`src/rtl/irq_ctl_pkg.sv`:
```
package irq_ctl_pkg;

    localparam int DEF_NUM_SRC = 5;
    localparam int DEF_DATA_W  = 8;

    // Source bit positions; software decodes these positions.
    typedef enum int {
        SRC_TIMER_A = 0,
        SRC_TIMER_B = 1,
        SRC_ALARM   = 2,
        SRC_SHIFT   = 3,
        SRC_EXT_PIN = 4
    } src_idx_e;

    // Mask edit mode carried in the top data bit of a write.
    typedef enum logic {
        MASK_CLEAR = 1'b0,
        MASK_SET   = 1'b1
    } mask_mode_e;

    // Per-bit mask edit: a selected bit takes the mode value, others hold.
    function automatic logic mask_bit_next(input logic cur, input logic sel,
                                           input logic stb, input mask_mode_e mode);
        logic nxt;
        nxt = cur;
        if (stb && sel) begin
            nxt = (mode == MASK_SET);
        end
        return nxt;
    endfunction

    // Per-bit flag update: a new event wins over a clear.
    function automatic logic flag_bit_next(input logic cur, input logic clr,
                                           input logic evt);
        return (cur & ~clr) | evt;
    endfunction

endpackage

```
`src/rtl/irq_flag_bank.sv`:
```
module irq_flag_bank
    import irq_ctl_pkg::*;
#(
    parameter int NUM_SRC = DEF_NUM_SRC
) (
    input  logic               clk,
    input  logic               rst,
    input  logic               clr_all,
    input  logic [NUM_SRC-1:0] src_evt,
    output logic [NUM_SRC-1:0] flags_d,
    output logic [NUM_SRC-1:0] flags_q
);

    for (genvar gi = 0; gi < NUM_SRC; gi++) begin : g_flag
        assign flags_d[gi] = flag_bit_next(flags_q[gi], clr_all, src_evt[gi]);

        always_ff @(posedge clk) begin
            if (rst) begin
                flags_q[gi] <= 1'b0;
            end else begin
                flags_q[gi] <= flags_d[gi];
            end
        end
    end

endmodule

```
`src/rtl/irq_mask_bank.sv`:
```
module irq_mask_bank
    import irq_ctl_pkg::*;
#(
    parameter int NUM_SRC = DEF_NUM_SRC
) (
    input  logic               clk,
    input  logic               rst,
    input  logic               wr_stb,
    input  mask_mode_e         mode,
    input  logic [NUM_SRC-1:0] sel,
    output logic [NUM_SRC-1:0] mask_d,
    output logic [NUM_SRC-1:0] mask_q
);

    for (genvar gi = 0; gi < NUM_SRC; gi++) begin : g_mask
        assign mask_d[gi] = mask_bit_next(mask_q[gi], sel[gi], wr_stb, mode);

        always_ff @(posedge clk) begin
            if (rst) begin
                mask_q[gi] <= 1'b0;
            end else begin
                mask_q[gi] <= mask_d[gi];
            end
        end
    end

endmodule

```
`src/rtl/irq_summary.sv`:
```
module irq_summary
    import irq_ctl_pkg::*;
#(
    parameter int NUM_SRC = DEF_NUM_SRC
) (
    input  logic               clk,
    input  logic               rst,
    input  logic [NUM_SRC-1:0] flags_q,
    input  logic [NUM_SRC-1:0] mask_q,
    input  logic [NUM_SRC-1:0] flags_d,
    input  logic [NUM_SRC-1:0] mask_d,
    output logic               pend_now,
    output logic               irq_q
);

    logic pend_next;

    // Present-state summary feeds the read data.
    assign pend_now  = |(flags_q & mask_q);
    // Next-state summary feeds the request register so both agree.
    assign pend_next = |(flags_d & mask_d);

    always_ff @(posedge clk) begin
        if (rst) begin
            irq_q <= 1'b0;
        end else begin
            irq_q <= pend_next;
        end
    end

endmodule

```
`src/rtl/irq_ctl_top.sv`:
```
module irq_ctl_top
    import irq_ctl_pkg::*;
#(
    parameter int NUM_SRC = DEF_NUM_SRC,
    parameter int DATA_W  = DEF_DATA_W
) (
    input  logic               clk,
    input  logic               rst,
    input  logic               rd_en,
    input  logic               wr_en,
    input  logic [DATA_W-1:0]  wr_data,
    output logic [DATA_W-1:0]  rd_data,
    input  logic [NUM_SRC-1:0] src_evt,
    output logic               irq
);

    localparam int SUM_BIT = DATA_W - 1;
    localparam int GAP_W   = SUM_BIT - NUM_SRC;

    logic [NUM_SRC-1:0] flags_d;
    logic [NUM_SRC-1:0] flags_q;
    logic [NUM_SRC-1:0] mask_d;
    logic [NUM_SRC-1:0] mask_q;
    logic               pend_now;
    mask_mode_e         wr_mode;

    assign wr_mode = mask_mode_e'(wr_data[SUM_BIT]);

    irq_flag_bank #(.NUM_SRC(NUM_SRC)) u_flags (
        .clk     (clk),
        .rst     (rst),
        .clr_all (rd_en),
        .src_evt (src_evt),
        .flags_d (flags_d),
        .flags_q (flags_q)
    );

    irq_mask_bank #(.NUM_SRC(NUM_SRC)) u_mask (
        .clk    (clk),
        .rst    (rst),
        .wr_stb (wr_en),
        .mode   (wr_mode),
        .sel    (wr_data[NUM_SRC-1:0]),
        .mask_d (mask_d),
        .mask_q (mask_q)
    );

    irq_summary #(.NUM_SRC(NUM_SRC)) u_sum (
        .clk      (clk),
        .rst      (rst),
        .flags_q  (flags_q),
        .mask_q   (mask_q),
        .flags_d  (flags_d),
        .mask_d   (mask_d),
        .pend_now (pend_now),
        .irq_q    (irq)
    );

    // Read data assembly: flags low, summary on top, gap bits zero.
    assign rd_data[NUM_SRC-1:0] = flags_q;
    assign rd_data[SUM_BIT]     = pend_now;

    if (GAP_W > 0) begin : g_gap
        logic gap_wr_unused;
        assign rd_data[SUM_BIT-1:NUM_SRC] = '0;
        assign gap_wr_unused = ^wr_data[SUM_BIT-1:NUM_SRC];
    end

endmodule

```
`config.mk`:
```
export PLATFORM = sky130hd
export DESIGN_NAME = irq_ctl_top
export DESIGN_NICKNAME = d
export VERILOG_FILES = /design/src/rtl/irq_ctl_pkg.sv /design/src/rtl/irq_flag_bank.sv /design/src/rtl/irq_mask_bank.sv /design/src/rtl/irq_summary.sv /design/src/rtl/irq_ctl_top.sv
export SDC_FILE = /design/constraint.sdc
export NUM_CORES = 1
export LEC_CHECK = 0
export BUFFER_PORTS_ARGS = -buffer_cell sky130_fd_sc_hd__buf_2
export CAP_MARGIN = 20
export CORE_AREA = 2 2 39 41
export CTS_BUF_LIST = sky130_fd_sc_hd__clkbuf_8
export CTS_CLUSTER_DIAMETER = 40
export DETAILED_ROUTE_END_ITERATION = 7
export DIE_AREA = 0 0 41 43
export GPL_TIMING_DRIVEN = 0
export SKIP_LAST_GASP = 1
export SLEW_MARGIN = 20
export SYNTH_ARGS = -nofsm -noshare
export SYNTH_HDL_FRONTEND = slang
export SYNTH_SLANG_ARGS = --single-unit
```
`constraint.sdc`:
```
create_clock -name clk -period 1.5 [get_ports clk]
set_clock_uncertainty 0.2 [all_clocks]
set_input_delay 0.15 -clock clk [delete_from_list [all_inputs] [get_ports clk]]
set_output_delay 0.15 -clock clk [all_outputs]
set_load 0.02 [all_outputs]
```
# Word-level counts from Yosys, hierarchy flattened
# Index checks and enable logic that the tools add are counted.
[word_totals]
ff_bits = 11
latch_bits = 0
ramBits = 0
romBits = 0
input_bits = 17
output_inout_bits = 9
n_memories = 0
[op_classes]
n_addsub = 0
n_mul = 0
div_mod_pow = 0
n_lt_le_gt_ge = 0
n_eq_ne = 0
shift = 0
mux = 5
bitwise = 13
n_reduce_logical = 7
[op_table]
columns = ["operator", "n"]
rows = [
  ["bitwise AND 5 bit", 2],
  ["OR reduction 5 bit", 2],
  ["bitwise AND 1 bit", 5],
  ["logical AND 1 bit", 5],
  ["2-to-1 mux 1 bit", 5],
  ["bitwise OR 1 bit", 5],
  ["inverter 1 bit", 1],
]

# Longest topological paths before layout
[depth]
ltp_word = 5
ltp_mapped = 4
depth_no_buf = 4

# Cells and area by module
# A second synthesis with hierarchy kept.
[unflattened]
cells_unflattened = 62
hier_area_um2 = 554.3
[modules_own_cells]
columns = ["mod", "instances", "cells_per_inst", "area_per_inst_um2", "seq_area_each_um2"]
rows = [
  ["irq_mask_bank", 1, 26, 262.8, 100.1],
  ["irq_flag_bank", 1, 25, 201.4, 100.1],
  ["irq_summary", 1, 7, 63.8, 20.0],
  ["irq_ctl_top", 1, 4, 26.3, 0.0],
]

# Least setup slack after synthesis
# No wires, ideal clock.
[synth_path]
path_kind = "register to output"
start = "register u_flags.flags_q[0]"
end = "output rd_data[7]"
t_arrival_ns = 0.905
path_slack_ns = 0.245
stages_incl_launch_ff = 4
path_cell_list = "dfxtp_1 -> a222oi_1 -> nand2_1 -> buf_4"
[synth_via]
elab_chain_len = 2
[synth_lines]
columns = ["element", "line_no", "rtl"]
rows = [
  ["start: declaration", "irq_flag_bank.sv:11", "output logic [NUM_SRC-1:0] flags_q"],
  ["start signal: indexed assignment", "irq_flag_bank.sv:21", "flags_q[gi] <= flags_d[gi];"],
  ["bitwise AND 5 bit", "irq_summary.sv:19", "assign pend_now = |(flags_q & mask_q);"],
  ["OR reduction 5 bit", "irq_summary.sv:19", ""],
  ["end: declaration", "irq_ctl_top.sv:12", "output logic [DATA_W-1:0] rd_data,"],
]
# No other way between the ends.

# Worst setup path after layout
# Ends and elaborated chain as after synthesis.

==> impl_metrics.ini <==
[outcome]
outcome = finished with violations
violations = negative setup slack

[detailed_routing]
firstDrtPassIters = 4
drt-initial-drc-count = 6
drc_errors = 0
ant_nets = 0
wl_per_cell_um = 10.3
vias = 439
via_per_inst = 4.48
drt-total-wl_mm = 1.01

[yosys]
synth_top_cell_by_area = dfxtp_1
synth_xor_area_share_pct = 0
synth_compound_area_share_pct = 14.7
synth_adder_area_share_pct = 0
synth_simple_gate_area_share_pct = 14.7
synth_top_family_by_area = compound AO/OA/AOI/OAI gates
synth_cells = 50
async_flop_share_pct = 0
synthDistinctLibCells = 13
yosys-top-cells-area = dfxtp_1 51%, mux2i_1 11%, nor2_1 9.5%, a21oi_1 5.7%, buf_4 5.2%
ys_ff_latch = 11
syn_area_per_cell_um2 = 8.71
yosysWarningCount = 0
syn_area_um2 = 435
synth_top_area_share_pct = 50.6
synth-main-ff-cell = dfxtp_1
synth-edff-count = 0
ys_top_cells_by_count = 11 x dfxtp_1, 11 x nor2_1, 6 x nand2_1, 5 x a21oi_1, 5 x mux2i_1
synth_seq_area_share_pct = 50.6
synth_mux_area_share_pct = 11.5

[layout]
fin_util_pct = 49.5
nets = 100
num-fill-cells = 150
stdcell_count = 98
num_antenna_cells = 0
layout-drive-gt1-share_pct = 36.6
areaGrowthSynthToFinish_pct = 57.2

[global_routing]
grt_usage_pct = 12.8
grt_first_pass_wirelength_mm = 1.51
grt_pass1_vias = 374
antenna_found_initial = 0
grt_max_degree = 11
grt_overflow_total = 0

[critical_path]
r2r_end = u_sum.irq_q
cp-startpoint = u_flags.flags_q[0]
path_cells = a222oi_1, nand2_1, buf_6
reg2regPathDepth = 4
startpoint_type = flop
r2r_start = u_flags.flags_q[0]
slowest_delay_ps = 350
required_ps = 1150
arrival_ps = 1150
reg2reg_slack_ps = 220
worstSetupPathType = reg2out
end_kind = output pin
cp_slowest_cell = a222oi_1
crit_fanout = 2

[timing]
fin_setup_tns_ps = -1.05
rsz0062_at_grt = yes
holdWs_ps = 64.9
drv_slew = 0
finalCriticalPeriod_ps = 1500
fmax_mhz = 666
fin_ws_ps = -1.05
layout_worst_path_cycle_share_pct = 100
final_hold_viol_count = 0
finalSetupViolCount = 1

[min_path]
hold_depth = 3
hp-start = wr_data[7]
hold_end = u_mask.mask_q[2]
holdCritPathClass = in2reg

[clock_network]
cts_buffers = 3
cts_tree = done
cts.sinks = 11
h-tree-depth = 1
clock_path_buffers = 2
clk_latency_ps = 230
clockRootBuffer = clkbuf_8
cts.clk_slew.worst_paths_ps = 50

[floorplan]
fp-row-count = 14
die_w_um = 41
core_area_um2 = 1380
dieArea_um2 = 1760
start_util_pct = 31.5
die_h_um = 43
io_pins = 26

[job]
drv_cap = 0

[placed_design]
port_buffers = 21
place_inst = 88
dp_slack_ps = 128
hpwl_um = 736
gp_congestion = 0.744

[power_and_ir_drop]
ir_drop_mv = 0.498
leakagePower_uw = 0.000361
p_per_area_nw_per_um2 = 1070
-- cell usage in the layout (no fill, tap or decap) --
cell / n
a21oi_2: 2
dfxtp_1: 10
o31a_1: 1
clkbuf_1: 1
a21oi_1: 3
dlygate4sd3_1: 6
buf_2: 20
clkbuf_8: 3
dfxtp_2: 1
conb_1: 2
inv_1: 3
buf_6: 1
buf_4: 3
nand2_1: 6
a22oi_1: 1
o22ai_1: 2
nor2_1: 11
a222oi_1: 1
mux2i_1: 5
-- flip-flops by register name (all words and copies together) (netlist names) --
register / cells
u_mask.mask_q: 5
u_flags.flags_q: 5
u_sum.irq_q: 1
-- worst max-delay path, delay by kind of cell (launching register included) --
| kind | cells | cell delay, ps |
|---|---|---|
| AND/OR/NAND/NOR | 1 | 120 |
| flip-flops | 1 | 310 |
| AO/OA/AOI/OAI | 1 | 350 |
| buffers and inverters | 1 | 140 |
-- metrics by stage --
step | area, µm² | power, µW
6_report | 684 | 733
5_1_grt | 684 | 770
4_1_cts | 677 | 732
3_5_place_dp | 564 | 438
3_3_place_gp | 564 | 437
2_1_floorplan | 439 | 395
-- report_power, final --
part / total, µW / internal, µW / switching [µW]
clock network: 283 / 179 / 104
logic: 128 / 61.6 / 66.8
registers: 322 / 312 / 10.3
-- cell families (layout without fill, tap and decap cells) --
group / count (synthesis) / count (layout)
and+or+nand+nor: 17 / 17
DFF: 11 / 11
AOI/OAI and AO/OA: 10 / 10
buffers and inverters: 6 / 37
muxes: 5 / 5
other: 1 / 2
-- metal layers --
layer | up-vias | global-route usage [%] | part of all wire, %
met5 | - | 0 | 0
met4 | 0 | 6.00 | 0
met3 | 0 | 3.14 | 6.3
met2 | 14 | 19.1 | 48
met1 | 196 | 16.6 | 45
li1 | 229 | - | -
-- cell type report --
class	instances	area (µm²)	area share (%)
repair buffers	28	179	26.1
plain buffers	3	18.8	2.74
clock inverters	1	3.75	0.548
clock buffers	3	41.3	6.03
multi-input cells	34	193	28.2
well taps	16	20.0	2.93
inverters	2	7.51	1.10
flip-flops and latches	11	221	32.4
-- timing repair --
item,CTS,global route
pin swaps,2,0
resized for setup,3,2
setup buffers,1,0
endpoints found under the setup margin,1,2
hold endpoints to repair,6,0
hold buffers,6,0
-- worst max path at each step --
stage	to	cells after the start
final	rd_data[7]	3
after CTS	rd_data[7]	3
after floorplan	rd_data[7]	3
after detailed placement	rd_data[7]	4
after global placement	rd_data[7]	4
after global routing	rd_data[7]	3
Note: power is estimated with default switching activity, not from simulation.
